--- src/rtl/wdt_pkg.sv ---
package wdt_pkg;
  localparam int REG_W     = 8;
  localparam int PRESC_W   = 3;
  localparam int PRESC_LSB = 0;
  localparam int EN_BIT    = 3;
  localparam int CE_BIT    = 4;

  typedef struct packed {
    logic               clrElapsed;
    logic               monitorOn;
    logic [PRESC_W-1:0] presc;
  } wdt_strobe_t;
endpackage

--- src/rtl/wdt_ctrl.sv ---
module wdt_ctrl
  import wdt_pkg::*;
#(
  parameter logic [REG_W-1:0] IMPL_MASK     = 8'h1F,
  parameter int               WINDOW_CYCLES = 4
) (
  input  logic             clk,
  input  logic             rstN,
  input  logic             wrEn,
  input  logic [REG_W-1:0] wrData,
  input  logic             restart,
  output logic [REG_W-1:0] ctrlReg,
  output wdt_strobe_t      strb
);
  localparam int WIN_W = $clog2(WINDOW_CYCLES + 1);

  logic [REG_W-1:0] guardedVal;
  logic [REG_W-1:0] maskedVal;
  logic [WIN_W-1:0] winCnt;
  logic             ceLoad;
  logic             winRun;
  logic             winExpire;

  // Protection is judged on the stored value, never on the incoming byte.
  always_comb begin
    guardedVal = wrData;
    if (ctrlReg[EN_BIT] && !ctrlReg[CE_BIT]) begin
      guardedVal[EN_BIT] = 1'b1;
    end
    maskedVal = guardedVal & IMPL_MASK;
  end

  assign ceLoad    = wrEn && maskedVal[CE_BIT];
  assign winRun    = !wrEn && ctrlReg[CE_BIT];
  assign winExpire = winRun && (winCnt <= WIN_W'(1));

  always_ff @(posedge clk or negedge rstN) begin
    if (!rstN) begin
      ctrlReg <= '0;
    end else if (wrEn) begin
      ctrlReg <= maskedVal;
    end else if (winExpire) begin
      ctrlReg[CE_BIT] <= 1'b0;
    end
  end

  always_ff @(posedge clk or negedge rstN) begin
    if (!rstN) begin
      winCnt <= WIN_W'(WINDOW_CYCLES);
    end else if (ceLoad) begin
      winCnt <= WIN_W'(WINDOW_CYCLES);
    end else if (winRun && !winExpire) begin
      winCnt <= winCnt - WIN_W'(1);
    end
  end

  always_comb begin
    strb.clrElapsed = restart;
    strb.monitorOn  = ctrlReg[EN_BIT];
    strb.presc      = ctrlReg[PRESC_LSB +: PRESC_W];
  end
endmodule

--- src/rtl/wdt_datapath.sv ---
module wdt_datapath
  import wdt_pkg::*;
#(
  parameter int BASE_CYCLES = 16
) (
  input  logic        clk,
  input  logic        rstN,
  input  wdt_strobe_t strb,
  output logic        overdue
);
  localparam int SEL_N       = 2 ** PRESC_W;
  localparam int MAX_TIMEOUT = BASE_CYCLES * (2 ** (SEL_N - 1));
  localparam int CNT_W       = $clog2(MAX_TIMEOUT + 2);

  logic [CNT_W-1:0] elapsed;
  logic [CNT_W-1:0] timeoutTab [SEL_N];
  logic [CNT_W-1:0] timeoutSel;

  for (genvar g = 0; g < SEL_N; g++) begin : g_tab
    assign timeoutTab[g] = CNT_W'(BASE_CYCLES * (2 ** g));
  end

  assign timeoutSel = timeoutTab[strb.presc];

  // Saturating count of edges since the last restart; the ceiling lies
  // above every selectable timeout, so saturation never hides an expiry.
  always_ff @(posedge clk or negedge rstN) begin
    if (!rstN) begin
      elapsed <= '0;
    end else if (strb.clrElapsed) begin
      elapsed <= '0;
    end else if (elapsed != '1) begin
      elapsed <= elapsed + CNT_W'(1);
    end
  end

  assign overdue = strb.monitorOn && (elapsed > timeoutSel);
endmodule

--- src/rtl/wdt_protected.sv ---
module wdt_protected
  import wdt_pkg::*;
#(
  parameter int               BASE_CYCLES   = 16,
  parameter int               WINDOW_CYCLES = 4,
  parameter logic [REG_W-1:0] IMPL_MASK     = 8'h1F
) (
  input  logic             clk,
  input  logic             rstN,
  input  logic             wrEn,
  input  logic [REG_W-1:0] wrData,
  input  logic             restart,
  output logic [REG_W-1:0] rdData,
  output logic             wdtReset
);
  logic [REG_W-1:0] ctrlReg;
  wdt_strobe_t      strb;

  wdt_ctrl #(
    .IMPL_MASK    (IMPL_MASK),
    .WINDOW_CYCLES(WINDOW_CYCLES)
  ) u_ctrl (
    .clk    (clk),
    .rstN   (rstN),
    .wrEn   (wrEn),
    .wrData (wrData),
    .restart(restart),
    .ctrlReg(ctrlReg),
    .strb   (strb)
  );

  wdt_datapath #(
    .BASE_CYCLES(BASE_CYCLES)
  ) u_dp (
    .clk    (clk),
    .rstN   (rstN),
    .strb   (strb),
    .overdue(wdtReset)
  );

  assign rdData = ctrlReg & IMPL_MASK;
endmodule

--- config.mk ---
export PLATFORM = sky130hd
export DESIGN_NAME = wdt_protected
export DESIGN_NICKNAME = d
export VERILOG_FILES = /design/src/rtl/wdt_pkg.sv /design/src/rtl/wdt_ctrl.sv /design/src/rtl/wdt_datapath.sv /design/src/rtl/wdt_protected.sv
export SDC_FILE = /design/constraint.sdc
export NUM_CORES = 1
export LEC_CHECK = 0
export BUFFER_PORTS_ARGS = -buffer_cell sky130_fd_sc_hd__buf_2
export CAP_MARGIN = 25
export CORE_MARGIN = 1
export CORE_UTILIZATION = 40
export CTS_CLUSTER_SIZE = 28
export DETAILED_ROUTE_END_ITERATION = 10
export GPL_TIMING_DRIVEN = 0
export SYNTH_ARGS = -nofsm -noshare
export SYNTH_HDL_FRONTEND = slang
export SYNTH_SLANG_ARGS = --single-unit
--- constraint.sdc ---
create_clock -name clk -period 2.4 [get_ports clk]
set_clock_uncertainty 0.2 [all_clocks]
set_input_delay 0.24 -clock clk [delete_from_list [all_inputs] [get_ports clk]]
set_output_delay 0.24 -clock clk [all_outputs]
set_load 0.05 [all_outputs]
==> summary.txt <==
Floorplan
  – Die Y: 59.99 um
  – Chip Width: 59.99 um
  – Die area: 0.003598 mm^2
  – Initial core utilization: 43.00%
  – I/O pin total: 21
  – Placement row count: 20
  – Core Region: 0.003128 mm^2

Cells and area
  – Final #Nets: 190
  – Share of layout cells above drive strength 1: 29.70%
  – Antenna cell count: 0
  – Area Overhead vs Synth: 27.26%
  – Cell area after layout: 0.001712 mm^2
  – Non-Filler Instances: 209

Critical path
  – CP Cell Sequence: or3b_4, ha_4, nor2b_4, o211ai_1, a21o_1, a21oi_4, buf_6
  – CP max FO: 9
  – CP startpoint kind: register
  – Worst Path Class, Setup: reg -> out
  – Delay of the slowest critical-path stage: 0.49 ns
  – Worst EP required: 1.96 ns
  – Crit-path slowest cell: dfrtp_2
  – Crit path capture type: output pin
  – Critical Path AT: 2.19 ns

Routing
  – Highest metal used: met4
  – Wire length on met2: 1406 um
  – DRT iter0 DRCs: 22
  – Residual DRC: 0
  – Routed length per placed instance: 13.64 um
  – Vias per inst: 5.426
  – TritonRoute pass-1 iters: 4
  – Via count: 1134
  – Post-DRT Antenna Nets: 0
  – WL final: 2850 um
  – Routed length on met1: 1344 um
  – Met3 wire len: 55 um

Logic synthesis
  – Post-synthesis mux area share: 5.860%
  – Most used DFF post-synth: dfrtp_1
  – Synth Area in Compound Gates: 15.63%
  – Cell count after synthesis: 137
  – Ys async rst share: 100.0%
  – #FFs+latches synth: 20
  – Post-synthesis cell area: 0.001345 mm^2
  – Synth Area in XOR/XNOR: 1.302%
  – Area share of and/or/nand/nor cells after synthesis: 23.07%
  – Syn Area/Cell: 9.818 um^2
  – Combinational family with the most area after synthesis: simple AND/OR/NAND/NOR gates
  – Yosys warning count: 0
  – Number of flops mapped to enable cells by yosys: 0
  – Sequential-to-total area share from yosys stat: 37.30%
  – Yosys cell types: 42
  – Post-Synth Adder-Cell Area: 11.16%

GRT
  – First-pass GRT wire length: 4650 um
  – Largest net degree at the start of global routing: 21
  – Initial antenna violation count: 0
  – Grt total ovfl: 0
  – Total GRT Usage: 17.15%
  – Vias in the first global route: 1020

Timing
  – RSZ-0062 raised after global routing: yes
  – Final period util: 109.6%
  – Hold Fails Final Rpt: 0
  – Fmax: 0.3802 GHz
  – Fin. max-slew vios: 0
  – Setup violators final: 1
  – Final Critical Period: 2.630 ns
  – Final WS setup: -0.2300 ns

Pwr
  – LEAKAGE: 0.7278 nW
  – Power Dens Cells: 584.5 mW/mm^2
  – Worst ir drop on vdd: 281.8 uV

Placement
  – Area after DPL: 0.001531 mm^2
  – DP Wirelength: 1946 um
  – Cells after DPL: 196
  – Final Wtd Congestion: 0.7611
  – Port Buffers: 13

Clock network
  – CTS Root Cell: clkbuf_4
  – Clock-pin slew on the worst setup and hold paths: 0.13 ns
  – Clock tree buffer depth: 2
  – CTS Sinks: 20
  – CTS Buf Count: 3
  – Clock latency on the worst-skew pair: 0.31 ns
  – H-tree levels: 1
  – CTS tree: yes

Outcome
  – Failing checks: setup timing
  – Status: complete, but fails checks

Job
  – Maxcap violations: 0

Worst hold path
  – HP Class: in -> reg
what timing repair did:
item | CTS | global route
hold buffers | 7 | 0
pin swaps | 7 | 2
endpoints found under the setup margin | 1 | 1
resized for setup | 4 | 3
gates cloned | 0 | 0
hold endpoints to repair | 27 | 0
buffers inserted | 5 | 0
power by group:
part	internal, W	total, W	switching [W]
combinational	0.000129	0.000301	0.000172
clock	0.000169	0.000283	0.000114
sequential	0.000379	0.000417	0.0000377
sequential cells by signal (all words and copies together), names as in the netlist:
| register | flops |
|---|---|
| u_ctrl.winCnt | 3 |
| u_ctrl.ctrlReg | 5 |
| u_dp.elapsed | 12 |
metal layers:
layer	up-vias	GRT usage, %
li1	552	-
met1	559	22.52
met2	17	28.57
met3	6	1.948
met4	0	6.977
met5	-	0
cell usage after synthesis (4+ instances only):
| cell | n | area, um^2 |
|---|---|---|
| o21ai_0 | 6 | 30.03 |
| inv_1 | 7 | 26.28 |
| nand3_1 | 5 | 25.02 |
| nand4_1 | 4 | 25.02 |
| a21oi_1 | 6 | 30.03 |
| dfrtp_1 | 19 | 475.5 |
| ha_1 | 12 | 150.1 |
| clkbuf_1 | 5 | 18.77 |
| a31oi_1 | 4 | 25.02 |
| nand2_1 | 9 | 33.78 |
| nor2_1 | 9 | 33.78 |
| nor2b_1 | 4 | 25.02 |
cell families (layout without fill, tap and decap cells):
family,Yosys count,in the layout
buffers and inverters,16,42
AND/OR/NAND/NOR,51,51
other,1,3
multiplexers,7,7
flip-flops,20,20
XOR/XNOR,2,2
adder cells (fa/ha/maj),12,12
AO/OA/AOI/OAI,28,28
critical path, delay by kind of cell, from the launching register on:
family,cells,cell delay [ns]
simple gates,2,0.53
buf+inv,1,0.17
fa+ha+maj,1,0.27
compound gates,3,0.42
flops,1,0.49
path summary, 6_finish.rpt:
check / from / end / slack [ns] / cells past startpoint
worst max register to register: u_dp.elapsed[1] / u_dp.elapsed[5] / 0.37 / 5
min in group asynchronous: rstN / u_dp.elapsed[1] / 0.20 / 2
worst min register to register: u_ctrl.winCnt[0] / u_ctrl.winCnt[0] / 0.38 / 1
worst max-delay path: u_ctrl.ctrlReg[1] / wdtReset / -0.23 / 7
worst min-delay path: wrEn / u_ctrl.ctrlReg[3] / 0.13 / 3
max in group asynchronous: rstN / u_ctrl.winCnt[2] / 1.46 / 2
cell usage in the layout (no fill, tap or decap), drive strengths merged, types with 2 or more instances in the layout:
| cell type | instances |
|---|---|
| a21oi | 6 |
| o41ai | 3 |
| and3 | 3 |
| nor2b | 4 |
| dfrtp | 19 |
| nand2 | 9 |
| or3b | 2 |
| nand3 | 8 |
| a311oi | 2 |
| or3 | 2 |
| dlygate4sd3 | 7 |
| ha | 12 |
| o21ai | 6 |
| nand4 | 4 |
| conb | 3 |
| mux2 | 4 |
| clkbuf | 5 |
| a31oi | 4 |
| nand3b | 3 |
| buf | 22 |
| xnor2 | 2 |
| inv | 7 |
| mux2i | 3 |
| nor2 | 9 |
| nor3 | 3 |
area by class of cell:
| class | count | area [um^2] |
|---|---|---|
| fill | 266 | 1416 |
| multi-input combinational | 103 | 858.3 |
| sequential | 20 | 505.5 |
| timing repair buffer | 25 | 178.9 |
| tap | 44 | 55.05 |
| buffer | 6 | 35.03 |
| clock inverter | 1 | 30.03 |
| inverter | 7 | 26.28 |
| clock buffer | 3 | 22.52 |
through the flow:
stage / power [W] / hold slack [ns] / util [%] / setup WS (ns) / setup TNS [ns]
after floorplan: 0.0006263 / -0.2556 / - / -0.1352 / -0.1352
after global placement: 0.0006747 / 0.01123 / 48.96 / -0.06800 / -0.06800
after detailed placement: 0.0006892 / 0.02000 / 48.96 / -0.09251 / -0.09251
after CTS: 0.0009898 / 0.1293 / 53.72 / -0.2217 / -0.2217
after global routing: 0.001049 / 0.1488 / 54.72 / -0.2721 / -0.2721
final: 0.001000 / 0.1302 / 54.72 / -0.2300 / -0.2300
No activity file was read; power rests on OpenSTA's default activity.
